File: src/rtl/mdio_pkg.sv
package mdio_pkg;

    localparam int PRE_LEN = 33;
    localparam int HDR_RD  = 16;
    localparam int HDR_WR  = 32;
    localparam int VEC_W   = PRE_LEN + HDR_WR;
    localparam int RD_WIN  = 19;
    localparam int WR_TAIL = 2;
    localparam int CNT_W   = $clog2(VEC_W + 1);
    localparam int PHY_W   = 5;
    localparam int REG_W   = 5;
    localparam int DATA_W  = 16;

    localparam logic [CNT_W-1:0] RD_DRV_LEFT  = CNT_W'(PRE_LEN + HDR_RD - 1);
    localparam logic [CNT_W-1:0] WR_DRV_LEFT  = CNT_W'(PRE_LEN + HDR_WR - 1);
    localparam logic [CNT_W-1:0] RD_REL_LEFT  = CNT_W'(RD_WIN - 1);
    localparam logic [CNT_W-1:0] WR_REL_LEFT  = CNT_W'(WR_TAIL - 1);

    typedef enum logic [1:0] {
        ST_IDLE,
        ST_DRIVE,
        ST_RELEASE
    } seq_state_e;

    typedef struct packed {
        seq_state_e          state;
        logic                mdc;
        logic                oe;
        logic                dout;
        logic [VEC_W-1:0]    shreg;
        logic [CNT_W-1:0]    left;
        logic                is_rd;
        logic [RD_WIN-1:0]   cap;
        logic [DATA_W-1:0]   rdata;
        logic                done;
    } seq_regs_t;

    // Left-justified bit image of the driven part of a frame.
    function automatic logic [VEC_W-1:0] build_frame(
        input logic              rd,
        input logic [PHY_W-1:0]  phy,
        input logic [REG_W-1:0]  rg,
        input logic [DATA_W-1:0] wd
    );
        if (rd)
            return {{PRE_LEN{1'b1}}, 6'b110110, phy, rg, {DATA_W{1'b0}}};
        else
            return {{PRE_LEN{1'b1}}, 4'b0101, phy, rg, 2'b10, wd};
    endfunction

endpackage

File: src/rtl/mdc_divider.sv
module mdc_divider #(
    parameter int HALF_DIV = 20
) (
    input  logic clk,
    input  logic rst_n,
    input  logic run,
    output logic tick
);

    localparam int CW = $clog2(HALF_DIV) + 1;
    localparam logic [CW-1:0] LAST = CW'(HALF_DIV - 1);

    logic [CW-1:0] cnt_d, cnt_q;

    assign tick = run && (cnt_q == LAST);

    always_comb begin
        cnt_d = cnt_q + 1'b1;
        if (!run || tick)
            cnt_d = '0;
    end

    always_ff @(posedge clk or negedge rst_n) begin
        if (!rst_n)
            cnt_q <= '0;
        else
            cnt_q <= cnt_d;
    end

endmodule

File: src/rtl/mdio_frame_seq.sv
module mdio_frame_seq
    import mdio_pkg::*;
#(
    parameter int ADDR_W = 6
) (
    input  logic              clk,
    input  logic              rst_n,
    input  logic              tick,
    input  logic              req_start,
    input  logic              req_read,
    input  logic [PHY_W-1:0]  req_phy,
    input  logic [ADDR_W-1:0] req_reg,
    input  logic [DATA_W-1:0] req_wdata,
    input  logic              mdio_in,
    output logic              mdc,
    output logic              mdio_out,
    output logic              mdio_oe,
    output logic              busy,
    output logic              done,
    output logic [DATA_W-1:0] rdata
);

    seq_regs_t q, d;
    logic      addr_bad;
    logic [VEC_W-1:0] frame_vec;

    assign addr_bad  = |req_reg[ADDR_W-1:REG_W];
    assign frame_vec = build_frame(req_read, req_phy, req_reg[REG_W-1:0], req_wdata);

    always_comb begin
        d      = q;
        d.done = 1'b0;
        unique case (q.state)
            ST_IDLE: begin
                if (req_start) begin
                    if (addr_bad) begin
                        d.done = 1'b1;
                        if (req_read)
                            d.rdata = {DATA_W{1'b1}};
                    end else begin
                        d.state = ST_DRIVE;
                        d.is_rd = req_read;
                        d.mdc   = 1'b0;
                        d.oe    = 1'b1;
                        d.dout  = frame_vec[VEC_W-1];
                        d.shreg = frame_vec << 1;
                        d.left  = req_read ? RD_DRV_LEFT : WR_DRV_LEFT;
                        d.cap   = '0;
                    end
                end
            end
            ST_DRIVE: begin
                if (tick) begin
                    if (!q.mdc) begin
                        d.mdc = 1'b1;
                    end else begin
                        d.mdc = 1'b0;
                        if (q.left != '0) begin
                            d.dout  = q.shreg[VEC_W-1];
                            d.shreg = q.shreg << 1;
                            d.left  = q.left - 1'b1;
                        end else begin
                            d.state = ST_RELEASE;
                            d.oe    = 1'b0;
                            d.dout  = 1'b0;
                            d.left  = q.is_rd ? RD_REL_LEFT : WR_REL_LEFT;
                        end
                    end
                end
            end
            ST_RELEASE: begin
                if (tick) begin
                    if (!q.mdc) begin
                        d.mdc = 1'b1;
                        if (q.is_rd)
                            d.cap = {q.cap[RD_WIN-2:0], mdio_in};
                    end else begin
                        d.mdc = 1'b0;
                        if (q.left != '0) begin
                            d.left = q.left - 1'b1;
                        end else begin
                            d.state = ST_IDLE;
                            d.done  = 1'b1;
                            if (q.is_rd)
                                d.rdata = q.cap[DATA_W:1];
                        end
                    end
                end
            end
            default: d.state = ST_IDLE;
        endcase
    end

    always_ff @(posedge clk or negedge rst_n) begin
        if (!rst_n) begin
            q <= '{state: ST_IDLE, default: '0};
        end else begin
            q <= d;
        end
    end

    assign mdc      = q.mdc;
    assign mdio_out = q.dout;
    assign mdio_oe  = q.oe;
    assign busy     = (q.state != ST_IDLE);
    assign done     = q.done;
    assign rdata    = q.rdata;

endmodule

File: src/rtl/mdio_frame_master.sv
module mdio_frame_master #(
    parameter int HALF_DIV = 20,
    parameter int ADDR_W   = 6
) (
    input  logic              clk,
    input  logic              rst_n,
    input  logic              req_start,
    input  logic              req_read,
    input  logic [4:0]        req_phy,
    input  logic [ADDR_W-1:0] req_reg,
    input  logic [15:0]       req_wdata,
    output logic [15:0]       rsp_data,
    output logic              rsp_done,
    output logic              busy,
    output logic              mdc,
    output logic              mdio_out,
    output logic              mdio_oe,
    input  logic              mdio_in
);

    logic half_tick;
    logic busy_w;

    mdc_divider #(
        .HALF_DIV (HALF_DIV)
    ) u_div (
        .clk   (clk),
        .rst_n (rst_n),
        .run   (busy_w),
        .tick  (half_tick)
    );

    mdio_frame_seq #(
        .ADDR_W (ADDR_W)
    ) u_seq (
        .clk       (clk),
        .rst_n     (rst_n),
        .tick      (half_tick),
        .req_start (req_start),
        .req_read  (req_read),
        .req_phy   (req_phy),
        .req_reg   (req_reg),
        .req_wdata (req_wdata),
        .mdio_in   (mdio_in),
        .mdc       (mdc),
        .mdio_out  (mdio_out),
        .mdio_oe   (mdio_oe),
        .busy      (busy_w),
        .done      (rsp_done),
        .rdata     (rsp_data)
    );

    assign busy = busy_w;

endmodule

File: config.mk
export PLATFORM = sky130hd
export DESIGN_NAME = mdio_frame_master
export DESIGN_NICKNAME = d
export VERILOG_FILES = /design/src/rtl/mdio_pkg.sv /design/src/rtl/mdc_divider.sv /design/src/rtl/mdio_frame_seq.sv /design/src/rtl/mdio_frame_master.sv
export SDC_FILE = /design/constraint.sdc
export NUM_CORES = 1
export LEC_CHECK = 0
export BUFFER_PORTS_ARGS = -buffer_cell sky130_fd_sc_hd__buf_4
export CAP_MARGIN = 10
export CORE_MARGIN = 4
export CORE_UTILIZATION = 37
export DETAILED_ROUTE_END_ITERATION = 16
export PLACE_DENSITY = 0.66
export SLEW_MARGIN = 20
export SYNTH_ARGS = -nofsm -noshare
export SYNTH_HDL_FRONTEND = slang
export SYNTH_SLANG_ARGS = --single-unit
File: constraint.sdc
create_clock -name clk -period 1.95 [get_ports clk]
set_input_delay 0.2925 -clock clk [delete_from_list [all_inputs] [get_ports clk]]
set_output_delay 0.2925 -clock clk [all_outputs]
set_load 0.01 [all_outputs]
# Word level (Yosys, flattened, before mapping)
# Cells that the tools add are included.
totals:
  in_bits: 32
  word_cells: 83
  regBits: 118
op_classes:
  bitwise: 1
  reduce_logical: 18
  n_addsub: 2
  n_eq_ne: 17
  muxes: 34
ops:
  columns: ["op", "n"]
  rows:
  - ["$pmux 67 s2", 1]
  - ["$mux 114", 1]
  - ["$mux 97", 1]
  - ["$mux 17", 5]
  - ["$mux 77", 1]
  - ["$mux 74", 1]
  - ["$pmux 34 s2", 1]
  - ["$mux 65", 1]
  - ["$mux 7", 5]
  - ["$mux 34", 1]
  - ["$mux 16", 2]
  - ["$mux 32", 1]
  - ["$reduce_and 8->1", 3]
  - ["$pmux 7 s3", 1]
  - ["$ne 2x2->1 const B", 9]
  - ["$reduce_and 6->1", 3]
  - ["$ne 2x1->1 const B", 5]
  - ["$reduce_and 5->1", 2]
  - ["$mux 2", 4]
  - ["$reduce_bool 7->1", 1]
  - ["$sub 7x1->7 const B", 1]
  - ["$add 6x1->6 const B", 1]
  - ["$eq 6x5->1 const B", 1]
  - ["$mux 6", 1]
  - ["15 further kinds", 19]

# Depth between registers and ports, before layout
logic_depth:
  depth_word: 5
  depth_mapped: 9

# By module
# A second synthesis with hierarchy kept.
hier_totals:
  cells_unflattened: 584
  hier_area_um2: 5967.0
by_module_without_submodules:
  columns: ["module", "n_inst", "seq_area_each_um2", "cells_each", "area_per_inst_um2"]
  rows:
  - ["mdio_frame_seq", 1, 2777.7, 557, 5669.2]
  - ["mdc_divider", 1, 150.1, 27, 297.8]

# Worst setup path after synthesis
# OpenSTA, ideal clock, no wires.
synth_timing:
  path_type: "reg-to-reg"
  start: "reg u_div.cnt_q[0]"
  end: "reg u_seq.q[33] (netlist name)"
  setup_slack_ns: -0.109
  path_stages_with_launch: 9
  arrival_ns: 1.938
  period_less_slack_ns: 2.059
  cell_sequence: "dfrtp_1 -> ha_1 -> or3b_4 -> nor3_2 -> and4b_1 -> buf_4 -> nor2_2 -> buf_2 -> a22o_1"
synth_between:
  elab_chain_cells: 4
synth_rtl:
  columns: ["element", "line_no", "text"]
  rows:
  - ["start: declaration", "mdc_divider.sv:13", "logic [CW-1:0] cnt_d, cnt_q;"]
  - ["start signal: assignment", "mdc_divider.sv:27", "cnt_q <= cnt_d;"]
  - ["$eq 6x5->1", "mdc_divider.sv:15", "assign tick = run && (cnt_q == LAST);"]
  - ["$logic_and 1x1->1", "mdc_divider.sv:15", null]
  - ["$ne 2x2->1 (no line)", null, null]
  - ["$reduce_and 6->1 (no line)", null, null]
  - ["end signal: assignment", "mdio_frame_seq.sv:96", "q <= '{state: ST_IDLE, default: '0};"]
  - ["end signal: assignment", "mdio_frame_seq.sv:98", "q <= d;"]
  - ["end: declaration", "mdio_frame_seq.sv:23", "seq_regs_t q, d;"]
# No other way between the ends.
# A chain may end at the register's enable or synchronous reset.

# Worst setup path in the final report
layout_timing:
  start: "reg u_div.cnt_q[0]"
  end: "reg u_seq.q[98] (netlist name)"
# The elaborated chain is that of the path after synthesis.

==> metrics.txt <==
flop2flop setup slack -50 ps; final-report max-slew violation count 0; R2R Path Start u_div.cnt_q[0]$_DFF_PN0_; crit end category register; Tcrit/Tclk final 1.03; status complete, but fails checks; NetSw 0.00357 W; total track usage 0.151; setup ws final -49.8 ps; worst path cell trace ha_2 -> or3b_4 -> nor3_4 -> a41o_4 -> buf_12 -> clkbuf_16 -> nor2_1 -> a21oi_1; core area 0.0145 mm²; sequential area share after synthesis 0.532; filler instances 1285; pin count of the biggest net entering global routing 50; Worst-path clk slew approximately 60 ps; first-pass GRT wire length 20300 µm; Hold Crit Class in -> reg; Yosys top cell area share 0.532; final hold vios 0; #FFs+latches synth 117; GR peak layer met2; CTS tree done; Die Wd ~130 µm; max_cap viols 0; Die Y 130 µm; Antenna Nets Post-Route 0; Post-Syn Nets about 600; CTS buffer count 17; slowest CP cell or3b_4; routed len/inst 16.3 µm; maximum vdd ir drop between 0.8 and 0.9 mV; launch point of the worst path u_div.cnt_q[0]$_DFF_PN0_; root buf cell clkbuf_16; Area Growth Syn to Fin 31.3%; clk_lat worst skew 420 ps; GRT met3 Usage 0.0475; Placer Congestion roughly 0.89; minimum clock period 2000 ps; failing checks negative setup slack; synth top area cells dfrtp_1, a21oi_1, nor2_1; Primary FF master, synth dfrtp_1; CP Data Required Time 2300 ps; DRC 0; fraction of layout cells with a size suffix above 1 0.312; Vias/cell 5.30; synth unique cells 49; Least-Margin Pin Slew ~570 ps; mean post-synth cell area between 9 and 10 µm²; Initial Utilization 0.379; met1 Track Usage GR 0.194; drt first pass iters 5; synthesized instance count about 560; Sequential Area just under 0.003 mm²; Synth area leader dfrtp_1; Leak 3.11 nW; CTS sink count 117; Core Util, Final 0.497; Post-synth EDFFs 0; reg2reg path depth 8; drt initial violations 360; Critical Path Max Stage Delay 410 ps; Ys Warns 0; Arr. time, crit path 2350 ps; ant diodes 0; Crit Path Class reg -> reg; cell area after layout 0.00722 mm²; Max clock buf depth 2; final WL 13400 µm; CTS H-tree depth 4; combinational share of power 0.342; Clock Power Share 0.295; FMAX about 500 MHz; DPL Wire Length 8100 µm; internal power 0.00681 W; Startpoint Class register; CP Capture Point u_seq.q[98]$_DFFE_PN0P_; CP max FO 24; multi-input logic area approximately 0.0024 mm²; # rows 44; Via Count 4371; post-detailed-placement cell area between 0.006 and 0.007 mm²; asr flop ratio synth 1.00; number of global-route vias before repair 4097; Net Sw Frac 0.344; Rel. slew slack 0.620; die area 0.0169 mm²; skew final 5.31 ps; Final nets roughly 670; sequential power share 0.363; RSZ-0062 raised after global routing true; Mapped Area 0.00550 mm²; met2 Usage GRT 0.240; antenna violations before repair 0; reg2reg end u_seq.q[98]$_DFFE_PN0P_; io pins 53; final setup vio count 56; Pwr Density 1440 mW/mm²; IO buf count between 50 and 60; GRT overflow 0
## how the worst min path moves through the flow
stage,cells past startpoint,start,end
2_1_floorplan,0,rst_n,u_div.cnt_q[0]$_DFF_PN0_
3_3_place_gp,1,rst_n,u_seq.done$_DFF_PN0_
3_5_place_dp,1,rst_n,u_seq.rdata[1]$_DFFE_PN0P_
4_1_cts,3,req_wdata[0],u_seq.q[45]$_DFFE_PN0P_
5_1_grt,2,mdio_in,u_seq.q[17]$_DFFE_PN0P_
6_report,3,req_wdata[0],u_seq.q[45]$_DFFE_PN0P_
## stage by stage
stage,hold WS [ps],TNS (ps),setup WS (ps),std cells,power [W]
after floorplan,-3.09,-27.8,-10.8,564,0.00569
after detailed placement,327,-812,-57.1,776,0.00659
final,129,-792,-49.8,825,0.0104
after CTS,104,-46.0,-11.5,812,0.00974
after global routing,130,-4910,-108,825,0.0110
after global placement,323,0,22.8,776,0.00644
## per-layer routing
metal  part of all wire  wire (µm)
met4              0.022        291
met5                  0          0
met2               0.48       6450
met1               0.44       5960
met3              0.054        732
## cell usage after synthesis (all sizes together) (2+ instances only)
cell / count
dfrtp: 117
a21oi: 111
nor2: 95
buf: 35
inv: 26
a22oi: 24
clkbuf: 20
a22o: 17
mux2i: 17
nand2: 13
o21ai: 12
mux2: 9
nand3: 9
ha: 6
nor3: 6
a31oi: 5
nand2b: 4
and2: 3
nor3b: 3
o22ai: 3
a41o: 2
and3: 2
nand3b: 2
nor2b: 2
nor4: 2
o22a: 2
o311ai: 2
or3: 2
or3b: 2
xnor2: 2
## final cells by class
cell class | instances | share of cell area
inverter | 26 | 0.0135
clock buffer | 20 | 0.0632
sequential | 117 | 0.405
timing repair buffer | 100 | 0.135
multi-input combinational | 366 | 0.333
tap | 184 | 0.0319
clock inverter | 12 | 0.0178
## worst max-delay path: cells and delay by family (launching register included)
family / cells / cell delay [ps]
simple gates: 3 / 660
flops: 1 / 360
compound gates: 2 / 360
buf+inv: 2 / 360
fa+ha+maj: 1 / 180
## cells in the final DEF, fill, tap and decap left out, types with 12 or more instances in the layout
cell / n
a21oi_1: 93
a22oi_1: 24
dfrtp_1: 117
clkbuf_16: 23
nor2_1: 73
inv_1: 25
nand2_1: 12
mux2i_1: 17
buf_4: 82
a21oi_2: 18
a22o_1: 17
## registers in the layout, summed over array words and instances, names as in the netlist
register and cells:
u_seq.mdio_out 1, u_seq.rdata 16, u_seq.done 1, u_div.cnt_q 6
u_seq.mdio_oe 1, u_seq.mdc 1, u_seq.q 91
## power groups by stage
stage	logic, W	registers (W)	clock network (W)
floorplan	0.00210	0.00359	0
global placement	0.00278	0.00366	0
detailed placement	0.00289	0.00370	0
CTS	0.00294	0.00368	0.00312
global route	0.00393	0.00386	0.00323
finish	0.00355	0.00377	0.00306
## repair_timing
action	4_1_cts	5_1_grt
setup endpoints to repair	68	104
endpoints found under the hold margin	37	0
pin swaps	1	4
hold buffers	1	0
setup buffers	4	6
gates resized for setup	6	55
gates cloned	0	7
## kinds of logic after synthesis
family / after synthesis / share of synthesized area
AND/OR/NAND/NOR: 146 / 0.122
multiplexers: 26 / 0.0493
buffers and inverters: 81 / 0.0748
AO/OA/AOI/OAI: 185 / 0.203
flip-flops: 117 / 0.532
adder cells (fa/ha/maj): 6 / 0.0136
XOR/XNOR: 3 / 0.00477
No activity file was read; power rests on OpenSTA's default activity.
